File: src/rtl/flag_alias_pkg.sv
// Shared types for the set/clear aliased flag bank.
// Assumes one bus access per cycle, so a word never sees set and clear together.
package flag_alias_pkg;

    // Per-word decode result for the current bus cycle.
    typedef struct packed {
        logic rd_val;   // read of the word's set/read address
        logic set_en;   // write to the word's set address
        logic clr_en;   // write to the word's clear address
    } word_hit_t;

endpackage

File: src/rtl/flag_alias_decode.sv
// Address decoder: turns one bus access into per-word set, clear and read strobes.
// Assumes exact byte-offset match. Unaligned or unmapped offsets produce no strobe.
module flag_alias_decode
    import flag_alias_pkg::*;
#(
    parameter int ADDR_W   = 8,
    parameter int DATA_W   = 32,
    parameter int NUM_WORDS = 2,
    parameter logic [NUM_WORDS*ADDR_W-1:0] BASES = '0
) (
    input  logic                          bus_sel,
    input  logic                          bus_we,
    input  logic [ADDR_W-1:0]             bus_addr,
    output word_hit_t [NUM_WORDS-1:0]     hits
);
    localparam int STRIDE = DATA_W / 8;

    for (genvar g = 0; g < NUM_WORDS; g++) begin : g_word
        localparam logic [ADDR_W-1:0] SET_ADDR = BASES[g*ADDR_W +: ADDR_W];
        localparam logic [ADDR_W-1:0] CLR_ADDR = SET_ADDR + ADDR_W'(STRIDE);

        // Strobes for this word, gated by a valid access.
        always_comb begin
            hits[g].rd_val = bus_sel && !bus_we && (bus_addr == SET_ADDR);
            hits[g].set_en = bus_sel &&  bus_we && (bus_addr == SET_ADDR);
            hits[g].clr_en = bus_sel &&  bus_we && (bus_addr == CLR_ADDR);
        end
    end
endmodule

File: src/rtl/flag_alias_word.sv
// One flag word changed only by bit-set and bit-clear strobes.
// USE_SYS_RST selects whether the ordinary reset clears it; power-on reset always does.
module flag_alias_word #(
    parameter int                 DATA_W      = 32,
    parameter logic [DATA_W-1:0]  RST_VAL     = '0,
    parameter bit                 USE_SYS_RST = 1'b1
) (
    input  logic              clk,
    input  logic              rst_n,
    input  logic              por_n,
    input  logic              set_en,
    input  logic              clr_en,
    input  logic [DATA_W-1:0] wdata,
    output logic [DATA_W-1:0] q
);
    logic rst_act_n;

    if (USE_SYS_RST) begin : g_both_rst
        // Word follows both the ordinary and the power-on reset.
        assign rst_act_n = rst_n & por_n;
    end else begin : g_por_only
        // Word ignores the ordinary reset.
        logic unused_rst;
        assign unused_rst = rst_n;
        assign rst_act_n  = por_n;
    end

    // Apply the reset, then the set or clear mask, to the stored word.
    always_ff @(posedge clk) begin
        if (!rst_act_n) begin
            q <= RST_VAL;
        end else if (set_en) begin
            q <= q | wdata;
        end else if (clr_en) begin
            q <= q & ~wdata;
        end
    end
endmodule

File: src/rtl/flag_alias_rdmux.sv
// Read multiplexer: returns the addressed word, or zero when no word read is active.
// Assumes the decoder raises at most one rd_val per cycle.
module flag_alias_rdmux
    import flag_alias_pkg::*;
#(
    parameter int DATA_W    = 32,
    parameter int NUM_WORDS = 2
) (
    input  word_hit_t [NUM_WORDS-1:0]               hits,
    input  logic      [NUM_WORDS-1:0][DATA_W-1:0]   words,
    output logic      [DATA_W-1:0]                  rdata
);
    // OR together the gated words; zero when nothing is read.
    always_comb begin
        rdata = '0;
        for (int i = 0; i < NUM_WORDS; i++) begin
            if (hits[i].rd_val) begin
                rdata = rdata | words[i];
            end
        end
    end
endmodule

File: src/rtl/flag_alias_bank.sv
// Top: two flag words, each behind a set/read address and a clear address.
// Word 0 is general purpose. Word 1 models persistent flags whose reset policy is a parameter.
// Assumes a single-cycle bus with combinational read data.
module flag_alias_bank
    import flag_alias_pkg::*;
#(
    parameter int                ADDR_W          = 8,
    parameter int                DATA_W          = 32,
    parameter logic [ADDR_W-1:0] GEN_BASE        = 8'h30,
    parameter logic [ADDR_W-1:0] NV_BASE         = 8'h38,
    parameter logic [DATA_W-1:0] GEN_RST_VAL     = '0,
    parameter logic [DATA_W-1:0] NV_RST_VAL      = '0,
    parameter bit                NV_ON_SYS_RESET = 1'b0
) (
    input  logic              clk,
    input  logic              rst_n,
    input  logic              por_n,
    input  logic              bus_sel,
    input  logic              bus_we,
    input  logic [ADDR_W-1:0] bus_addr,
    input  logic [DATA_W-1:0] bus_wdata,
    output logic [DATA_W-1:0] bus_rdata
);
    localparam int NUM_WORDS = 2;
    localparam logic [NUM_WORDS*ADDR_W-1:0] BASES = {NV_BASE, GEN_BASE};

    word_hit_t [NUM_WORDS-1:0]             hits;
    logic      [NUM_WORDS-1:0][DATA_W-1:0] word_vals;

    flag_alias_decode #(
        .ADDR_W   (ADDR_W),
        .DATA_W   (DATA_W),
        .NUM_WORDS(NUM_WORDS),
        .BASES    (BASES)
    ) u_decode (
        .bus_sel (bus_sel),
        .bus_we  (bus_we),
        .bus_addr(bus_addr),
        .hits    (hits)
    );

    for (genvar g = 0; g < NUM_WORDS; g++) begin : g_words
        localparam bit                USE_SYS = (g == 0) ? 1'b1 : NV_ON_SYS_RESET;
        localparam logic [DATA_W-1:0] RV      = (g == 0) ? GEN_RST_VAL : NV_RST_VAL;

        flag_alias_word #(
            .DATA_W     (DATA_W),
            .RST_VAL    (RV),
            .USE_SYS_RST(USE_SYS)
        ) u_word (
            .clk   (clk),
            .rst_n (rst_n),
            .por_n (por_n),
            .set_en(hits[g].set_en),
            .clr_en(hits[g].clr_en),
            .wdata (bus_wdata),
            .q     (word_vals[g])
        );
    end

    flag_alias_rdmux #(
        .DATA_W   (DATA_W),
        .NUM_WORDS(NUM_WORDS)
    ) u_rdmux (
        .hits (hits),
        .words(word_vals),
        .rdata(bus_rdata)
    );
endmodule

File: config.mk
export PLATFORM = sky130hd
export DESIGN_NAME = flag_alias_bank
export DESIGN_NICKNAME = d
export VERILOG_FILES = /design/src/rtl/flag_alias_pkg.sv /design/src/rtl/flag_alias_decode.sv /design/src/rtl/flag_alias_word.sv /design/src/rtl/flag_alias_rdmux.sv /design/src/rtl/flag_alias_bank.sv
export SDC_FILE = /design/constraint.sdc
export NUM_CORES = 1
export LEC_CHECK = 0
export BUFFER_PORTS_ARGS = -buffer_cell sky130_fd_sc_hd__buf_2
export CELL_PAD_IN_SITES_DETAIL_PLACEMENT = 0
export CELL_PAD_IN_SITES_GLOBAL_PLACEMENT = 2
export CORE_MARGIN = 1.5
export CORE_UTILIZATION = 35
export DETAILED_ROUTE_END_ITERATION = 6
export PLACE_DENSITY_LB_ADDON = 0.1
export RECOVER_POWER = 100
export SLEW_MARGIN = 5
export SYNTH_ARGS = -nofsm -noshare
export SYNTH_HDL_FRONTEND = slang
export SYNTH_HIERARCHICAL = 1
export SYNTH_SLANG_ARGS = --single-unit
File: constraint.sdc
create_clock -name clk -period 5 [get_ports clk]
set_clock_uncertainty 0.1 [all_clocks]
set_input_delay 0.75 -clock clk [delete_from_list [all_inputs] [get_ports clk]]
set_output_delay 0.75 -clock clk [all_outputs]
set_load 0.01 [all_outputs]
==> impl_metrics.py <==
metrics = {
    "status": {
        "run_status": "finished with violations",
        "failed_checks": "design-rule violations",
    },
    "setup_path": {
        "worstPathArrival_ns": 3.08,
        "timing.setup.critical_path_class": "input port to output port",
        "cp_slowest_cell": "nor3_2",
        "worst_r2r_path_depth": 2,
        "largest_stage_delay_on_the_critical_path_ns": 1.05,
        "worstSetupEndpointType": "output port",
        "top_delay_family_on_crit_path": "simple AND/OR/NAND/NOR gates",
        "cp.buffers_inverters": 3,
        "ordered_cell_list_for_the_critical_path": "buf_2 > nand4bb_1 > nor3_2 > buf_4 > a22o_1 > clkbuf_1",
        "timing.critical_path.from_type": "input port",
        "crit_fanout": 17,
        "critical_path_required_ns": 4.15,
        "cp-startpoint": "bus_addr[6]",
        "crit_path_cell_count": 6,
    },
    "pwr": {
        "intPower_mw": 0.764,
        "clkPwrFrac_pct": 43.6,
        "net-switching-power_mw": 0.223,
        "power.share.combinational_pct": 4.8,
        "share_seq_of_total_power_pct": 51.7,
        "p_leak_nw": 1.46,
        "sw_frac_of_total_pct": 22.6,
        "power.ir.vdd_worst_mv": 0.122,
        "power-per-cell-area_nw_per_um2": 270,
    },
    "synthesis": {
        "postSynthRegisterBits": 64,
        "syn-instance-count": 329,
        "synth_cell_type_count": 23,
        "yosys.area.top_type_share_pct": 39.9,
        "syn-cell-area_um2": 3210,
        "seq_area_frac_synth_pct": 39.9,
        "yosys_warnings": 6,
        "synth_nets": 374,
        "cell_types_occupying_the_most_area_after_synthesis": "dfxtp_1, a21bo_1, a31o_1",
        "synth_largest_area_cell": "dfxtp_1",
        "synthesis.area_per_instance_um2": 9.76,
    },
    "global_route": {
        "global_route_track_usage_on_met3_pct": 4.40,
        "grt_pass1_wl_um": 13700,
        "grt_remaining_overflow": 0,
        "global_route.usage.total_pct": 17.9,
        "busiest_layer": "met2",
        "grt_max_degree": 66,
        "gr-usage-met2_pct": 30.6,
        "antenna_found_initial": 0,
        "vias_in_the_first_global_route": 2680,
        "met1_usage_pct": 22.3,
    },
    "route": {
        "post-route-drc-count": 9,
        "detail_route.wirelength_um": 8350,
        "detail_route.vias_per_cell": 5.29,
        "drt-initial-drc-count": 89,
        "routed-via-count": 2699,
        "post_drt_wl_per_cell_um": 16.4,
        "detailedRoute.firstPassIterationCount": 6,
        "drtAntennaViolNets": 0,
    },
    "finish": {
        "fillerInstances": 909,
        "antennaDiodeCount": 0,
        "fin_nets": 443,
        "layout-drive-gt1-share_pct": 23.1,
        "final_util_pct": 41.6,
        "syn2layout_area_growth_pct": 14.0,
    },
    "clock_network": {
        "cts_resized": 0,
        "cts_buffers": 9,
        "clk_root_buffer_cell": "clkbuf_8",
        "cts_post_setup_buffers_inserted": 0,
        "post_cts_hold_buffer_count": 0,
        "clock_pin_slew_on_the_worst_setup_and_hold_paths_ns": 0.07,
        "clk_path_buf_depth": 2,
        "clk-insertion-delay-late_ns": 0.33,
        "cts_tree": "yes",
        "cts.sink_count": 64,
        "htreeDepth": 3,
    },
    "run": {
        "drv_cap": 0,
    },
    "die": {
        "floorplan.initialDensity_pct": 36.5,
        "die_h_um": 98.8,
        "horizontal_extent_of_the_die_um": 98.8,
        "dieArea_um2": 9760,
        "num_io_pins": 77,
        "fp-row-count": 34,
        "core_area_um2": 8810,
    },
    "sta": {
        "grt_setup_unrepaired": "false",
        "holdWs_ns": 0.378,
        "slew-limit-headroom_pct": 3.52,
        "timing.final.crit_share_pct": 78.5,
        "setup_viol_count_final": 0,
        "timing_max_transition_violations_final": 0,
        "finalCriticalPeriod_ns": 3.93,
        "hold_violations": 0,
        "fin_ws_ns": 1.07,
        "max_slew.worst_pin.slew_ns": 1.44,
        "achievable-frequency_mhz": 255,
        "fin_tns_setup_ns": 0,
    },
    "placed_design": {
        "placement.io_buffers": 76,
        "gp_routability_congestion": 0.708,
        "placement.setup.worst_slack_ns": 1.32,
        "post-dp-hpwl_um": 5410,
    },
    "hold_path": {
        "min_path_cells": 1,
        "hold_class": "flop to flop",
    },
}
layer usage:
| metal | routed length, um | vias up |
|---|---|---|
| li1 | - | 1345 |
| met1 | 3840 | 1292 |
| met2 | 4100 | 55 |
| met3 | 355 | 7 |
| met4 | 58 | 0 |
| met5 | 0 | - |
cell usage in the layout, fill, tap and decap left out:
| master | count |
|---|---|
| buf_4 | 8 |
| nand2b_1 | 1 |
| nor3_1 | 1 |
| a21bo_1 | 29 |
| buf_2 | 49 |
| or4b_4 | 1 |
| and3_1 | 32 |
| a22o_2 | 2 |
| a21bo_2 | 3 |
| clkinv_2 | 3 |
| dfxtp_1 | 64 |
| a31o_2 | 1 |
| a22o_1 | 30 |
| nor4_2 | 2 |
| a21oi_2 | 9 |
| nand2_1 | 66 |
| inv_1 | 1 |
| a21oi_1 | 23 |
| nor4_4 | 1 |
| clkbuf_2 | 1 |
| a31o_1 | 31 |
| nand4bb_1 | 2 |
| bufinv_16 | 1 |
| clkbuf_1 | 29 |
| nor3_2 | 2 |
| clkbuf_8 | 10 |
worst register-to-register path: cells and delay by family, from the launching register on:
family          cells  cell delay (ns)
compound gates      2             0.32
flops               1             0.36
power groups by stage:
stage / sequential [mW] / clock (mW) / combinational [mW]
global placement: 0.522 / 0 / 0.0491
finish: 0.510 / 0.430 / 0.0469
detailed placement: 0.522 / 0 / 0.0501
CTS: 0.510 / 0.450 / 0.0502
global route: 0.510 / 0.468 / 0.0526
floorplan: 0.521 / 0 / 0.0205
synthesized netlist by cell type, drive strengths merged:
cell type / n
a21oi: 32
and3: 32
a21bo: 32
nand2: 66
nand4bb: 2
nor4: 3
or4b: 1
buf: 25
nor3: 3
inv: 1
a22o: 32
nand2b: 1
clkbuf: 3
a31o: 32
dfxtp: 64
final timing paths:
check	slack, ns	to
worst max-delay path	1.07	bus_rdata[22]
worst min-delay path	0.38	flop
worst max register to register	4.12	flop
worst min register to register	0.38	flop
per-stage QoR:
step           instances  area, um2  total power, mW
2_1_floorplan        329       3210            0.542
4_1_cts              510       3790             1.01
3_5_place_dp         495       3600            0.572
3_3_place_gp         495       3600            0.571
5_1_grt              510       3660             1.03
6_report             510       3660            0.987
logic make-up (layout without fill, tap and decap cells):
group                  after synthesis  after routing  share of synthesized area, %
AOI/OAI and AO/OA                  128            128                          35.9
and+or+nand+nor                    108            108                          16.7
DFF                                 64             64                          39.9
buffers and inverters               29            102                          7.56
cell type report:
| class | instances | area, um2 | share of cell area [%] |
|---|---|---|---|
| multi-input combinational | 236 | 1640 | 44.8 |
| inverter | 1 | 3.75 | 0.103 |
| sequential | 64 | 1280 | 35.0 |
| tap | 108 | 135 | 3.69 |
| clock inverter | 4 | 45.0 | 1.23 |
| timing repair buffer | 86 | 415 | 11.3 |
| clock buffer | 11 | 141 | 3.86 |
Power figures use the tool's default switching activity.
